File: config.mk
export PLATFORM = sky130hd
export DESIGN_NAME = adc_result_hold
export DESIGN_NICKNAME = d
export VERILOG_FILES = /design/src/rtl/adc_hold_pkg.sv /design/src/rtl/adc_hold_lock.sv /design/src/rtl/adc_hold_rdfmt.sv /design/src/rtl/adc_result_hold.sv
export SDC_FILE = /design/constraint.sdc
export NUM_CORES = 1
export LEC_CHECK = 0
export ABC_AREA = 1
export BUFFER_PORTS_ARGS = -buffer_cell sky130_fd_sc_hd__buf_4
export CAP_MARGIN = 30
export CORE_AREA = 2 2 63 65
export DETAILED_ROUTE_END_ITERATION = 10
export DIE_AREA = 0 0 65 67
export SLEW_MARGIN = 0
export SYNTH_ARGS = -nofsm -noshare
export SYNTH_HDL_FRONTEND = slang
export SYNTH_SLANG_ARGS = --single-unit
File: constraint.sdc
create_clock -name clk -period 1.03 [get_ports clk]
set_input_delay 0.206 -clock clk [delete_from_list [all_inputs] [get_ports clk]]
set_output_delay 0.206 -clock clk [all_outputs]
set_load 0.05 [all_outputs]
File: src/rtl/adc_hold_pkg.sv
package adc_hold_pkg;
  typedef enum logic { MODE_TRUNC = 1'b0, MODE_RJUST = 1'b1 } fmt_mode_e;
  typedef enum logic [1:0] { SEL_NONE = 2'd0, SEL_LO = 2'd1, SEL_HI = 2'd2 } byte_sel_e;
endpackage

File: src/rtl/adc_hold_lock.sv
module adc_hold_lock
  import adc_hold_pkg::*;
#(
  parameter int RES_W = 10
) (
  input  logic             clk,
  input  logic             rst,
  input  logic             conv_done,
  input  logic [RES_W-1:0] conv_data,
  input  fmt_mode_e        mode,
  input  byte_sel_e        sel,
  output logic [RES_W-1:0] res_q,
  output logic             ovr_q
);
  fmt_mode_e mode_q;
  logic      lock_q;
  logic      mode_chg, hi_rd, lo_rd, block;

  assign mode_chg = (mode != mode_q);
  assign hi_rd    = (sel == SEL_HI);
  assign lo_rd    = (sel == SEL_LO);
  // the high read itself already shields the result it is returning
  assign block    = (mode == MODE_RJUST) && !mode_chg && (lock_q || hi_rd);

  always_ff @(posedge clk) begin
    if (rst) begin
      mode_q <= MODE_TRUNC;
      lock_q <= 1'b0;
      ovr_q  <= 1'b0;
      res_q  <= '0;
    end else begin
      mode_q <= mode;
      if (conv_done && !block) res_q <= conv_data;
      if (mode_chg || mode == MODE_TRUNC) lock_q <= 1'b0;
      else if (lo_rd)                     lock_q <= 1'b0;
      else if (hi_rd)                     lock_q <= 1'b1;
      if (mode_chg)                ovr_q <= 1'b0;
      else if (conv_done && block) ovr_q <= 1'b1;
      else if (lo_rd && lock_q)    ovr_q <= 1'b0;
    end
  end

  a_r5_lock_holds: assert property (@(posedge clk) disable iff (rst)
    (lock_q && conv_done && !mode_chg) |=> $stable(res_q));
  a_r6_release: assert property (@(posedge clk) disable iff (rst)
    (lock_q && lo_rd && !mode_chg) |=> !lock_q);
  a_r3_trunc_follow: assert property (@(posedge clk) disable iff (rst)
    (conv_done && mode == MODE_TRUNC) |=> (res_q == $past(conv_data)));
  a_r7_ovr_cause: assert property (@(posedge clk) disable iff (rst)
    $rose(ovr_q) |-> $past(conv_done));
  a_r8_mode_clear: assert property (@(posedge clk) disable iff (rst)
    mode_chg |=> (!lock_q && !ovr_q));
endmodule

File: src/rtl/adc_hold_rdfmt.sv
module adc_hold_rdfmt
  import adc_hold_pkg::*;
#(
  parameter int RES_W  = 10,
  parameter int BYTE_W = 8
) (
  input  logic              clk,
  input  logic              rst,
  input  logic              rd_en,
  input  byte_sel_e         sel,
  input  fmt_mode_e         mode,
  input  logic [RES_W-1:0]  res,
  output logic [BYTE_W-1:0] rd_data
);
  localparam int HI_BITS = RES_W - BYTE_W;

  logic [BYTE_W-1:0] lo_v, hi_v;

  always_comb begin
    hi_v = '0;
    if (mode == MODE_RJUST) begin
      lo_v = res[BYTE_W-1:0];
      hi_v[HI_BITS-1:0] = res[RES_W-1:BYTE_W];
    end else begin
      lo_v = res[RES_W-1 -: BYTE_W];
    end
  end

  always_ff @(posedge clk) begin
    if (rst) rd_data <= '0;
    else if (rd_en) begin
      case (sel)
        SEL_LO:  rd_data <= lo_v;
        SEL_HI:  rd_data <= hi_v;
        default: rd_data <= '0;
      endcase
    end
  end

  a_r2_hi_zero: assert property (@(posedge clk) disable iff (rst)
    (rd_en && sel == SEL_HI && mode == MODE_TRUNC) |=> (rd_data == '0));
  a_r9_hold: assert property (@(posedge clk) disable iff (rst)
    !rd_en |=> $stable(rd_data));
endmodule

File: src/rtl/adc_result_hold.sv
module adc_result_hold
  import adc_hold_pkg::*;
#(
  parameter int RES_W   = 10,
  parameter int BYTE_W  = 8,
  parameter int ADDR_W  = 8,
  parameter int LO_ADDR = 16
) (
  input  logic              clk,
  input  logic              rst,
  input  logic              conv_done,
  input  logic [RES_W-1:0]  conv_data,
  input  logic              mode_rj,
  input  logic              rd_en,
  input  logic [ADDR_W-1:0] rd_addr,
  output logic [BYTE_W-1:0] rd_data,
  output logic              overrun
);
  localparam logic [ADDR_W-1:0] LO_A = ADDR_W'(LO_ADDR);
  localparam logic [ADDR_W-1:0] HI_A = ADDR_W'(LO_ADDR + 1);

  fmt_mode_e        mode;
  byte_sel_e        sel;
  logic [RES_W-1:0] res_q;

  assign mode = mode_rj ? MODE_RJUST : MODE_TRUNC;

  always_comb begin
    sel = SEL_NONE;
    if (rd_en && rd_addr == LO_A)      sel = SEL_LO;
    else if (rd_en && rd_addr == HI_A) sel = SEL_HI;
  end

  adc_hold_lock #(.RES_W(RES_W)) u_lock (
    .clk(clk), .rst(rst), .conv_done(conv_done), .conv_data(conv_data),
    .mode(mode), .sel(sel), .res_q(res_q), .ovr_q(overrun)
  );

  adc_hold_rdfmt #(.RES_W(RES_W), .BYTE_W(BYTE_W)) u_rdfmt (
    .clk(clk), .rst(rst), .rd_en(rd_en), .sel(sel), .mode(mode),
    .res(res_q), .rd_data(rd_data)
  );
endmodule

==> impl_metrics.ini <==
[grt]
grt_start_max_net_pins = 22
antenna_found_initial = 0
grt_pass1_wl_mm = 3.94
grt_usage_pct = 11.9
grt_overflow = 0
grt_pass1_vias = 900

[synth]
yosysTopAreaCellShare_pct = 39.5
avgSynthCellArea_um2 = 6.61
synthArstFlopShare_pct = 0
ys_ff_latch = 21
syn_nets = 185
yosysWarnings = 0
synth_top_flop_cell = dfxtp_1
yosysMostFrequentCell = nand2_1
ys_types = 20
synth-edff-count = 0
netlist_area_um2 = 1060
yosys-top-cells-count = nand2_1 (47), inv_1 (22), dfxtp_1 (21), a21oi_1 (19), nor2_1 (15)
syn_inst = 161
synth_area_leaders = dfxtp_1 (40%), nand2_1 (17%), a21oi_1 (8.9%)
synth.yosys.seq_area_share_pct = 39.5
synth_top_cell_by_area = dfxtp_1

[die]
rows = 22
die_area_um2 = 4360
coreArea_um2 = 3610
die_w_um = 65
dieHeight_um = 67
ios = 32
initial_core_util_pct = 29.5

[cts]
clockBufferDepth = 2
cts_tree = done
cts_root_buf = clkbuf_8
worstSkewPairLatency_ns = 0.26
clkSlewWorstSetupHoldPaths_ns = 0.07
holdBufCountCts = 0
numCtsBuffers = 3
cts_htree_levels = 1
cts_sinks = 21

[drt]
first_pass_iters = 4
vias_per_cell = 4.31
ant_nets = 0
wire_per_inst_um = 9.81
drc = 0
vias = 1065
finalWirelength_mm = 2.42
drt_iter0_markers = 19

[power_and_ir_drop]
p_leak_nw = 0.754
vdd_drop_max_uv = 376
power.density_nw_per_um2 = 1040

[cells_and_area]
area_delta_synth_final_pct = 51.9
diodes = 0
drive_above_1_share_pct = 39.2
final_cells = 247
nets = 224
nFillCells = 388

[run_status]
status = finished clean

[placement]
numPortBuffers = 31
place_congestion = 0.723
place_ws_ns = -0.206
dpl.hpwl_mm = 1.72
placed_cells = 240

[critical_path]
worstSetupEndpointType = flop
cp_max_fo = 10
worstSetupPathType = reg -> reg
reg2reg_from = u_lock.mode_q
worstPathArrival_ns = 1.16
cp.required_ns = 1.19
critPathLaunchType = flop
startpoint = u_lock.mode_q

[min_path]
hold_class = in -> reg
hp-start = rst

[sta]
setup_slack_ns = 0.0272
skew_ns = 0.00151
setup_violations = 0
period_share_pct = 97.4
worstMarginPinSlew_ns = 0.302
timing_max_transition_violations_final = 0
fmax_mhz = 997
slew_headroom_pct = 79.8
rsz0062_at_grt = yes
final_hold_viol_count = 0
period_minus_slack_ns = 1.00

[flow_run]
max_cap_viol_count = 0
## worst max-delay path: stages, from the launching register on
cell     delay [ns]
dfxtp_2        0.35
ha_4           0.16
nand2_8        0.07
buf_16         0.16
a21oi_4        0.12
nor2_2         0.05
## metal layers
layer,vias up,global-route usage [%],routed length [um]
li1,578,-,-
met1,456,15.2,1190
met2,26,18.3,1050
met3,5,2.20,117
met4,0,7.98,64
met5,-,0,0
## path summary, 6_finish.rpt
path                         to  slack [ns]  depth (start not counted)
max             u_lock.res_q[1]        0.03                          5
min               u_lock.mode_q        0.18                          2
max reg2reg     u_lock.res_q[1]        0.03                          5
min reg2reg  u_rdfmt.rd_data[6]        0.47                          2
## flip-flops by register name, summed over array words and instances, names as in the netlist
signal / count
u_lock.res_q: 10
u_rdfmt.rd_data: 8
u_lock.mode_q: 1
u_lock.ovr_q: 1
u_lock.lock_q: 1
## through the flow
step | total power, mW | area, um2 | utilization [%] | hold WS, ns | TNS, ns
2_1_floorplan | 1.04 | 1110 | - | 0.392 | 0
3_3_place_gp | 1.14 | 1420 | 39.4 | 0.449 | -3.06
3_5_place_dp | 1.15 | 1420 | 39.4 | 0.453 | -3.32
4_1_cts | 1.69 | 1500 | 41.6 | 0.179 | -0.000422
5_1_grt | 1.79 | 1620 | 44.8 | 0.180 | -0.0682
6_report | 1.68 | 1620 | 44.8 | 0.179 | 0
## placed cells by master (no fill, tap or decap), drive strengths merged
| cell | instances |
|---|---|
| nand2 | 50 |
| buf | 40 |
| inv | 23 |
| dfxtp | 21 |
| a21oi | 19 |
| nor2 | 17 |
| nand3 | 14 |
| o21ai | 5 |
| clkbuf | 4 |
| nor3 | 2 |
| clkinv | 2 |
| or2 | 1 |
| ha | 1 |
## area by class of cell
| type | count | area [um2] | area share [%] |
|---|---|---|---|
| Timing Repair Buffer | 41 | 384 | 23.8 |
| Sequential cell | 21 | 423 | 26.2 |
| Tap cell | 48 | 60.1 | 3.72 |
| Clock buffer | 3 | 41.3 | 2.56 |
| Multi-Input combinational cell | 109 | 609 | 37.7 |
| Inverter | 24 | 92.6 | 5.73 |
| Clock inverter | 1 | 5.00 | 0.310 |
## power breakdown
part | total (mW) | leakage [nW] | internal, mW | switching, mW
Sequential | 0.871 | 0.173 | 0.843 | 0.0281
Combinational | 0.274 | 0.555 | 0.136 | 0.138
Clock | 0.536 | 0.0255 | 0.270 | 0.266
## timing repair
action | in CTS | in global routing
endpoints found under the setup margin | 9 | 18
pin swaps | 2 | 12
buffers inserted | 0 | 1
gates cloned | 1 | 1
resized for setup | 3 | 19
## cells by family after synthesis
| family | Yosys count | synth area share, % |
|---|---|---|
| buf+inv | 31 | 12.6 |
| compound gates | 24 | 11.3 |
| simple gates | 84 | 35.4 |
| fa+ha+maj | 1 | 1.18 |
| flops | 21 | 39.5 |
Note: power is estimated with default switching activity, not from simulation.
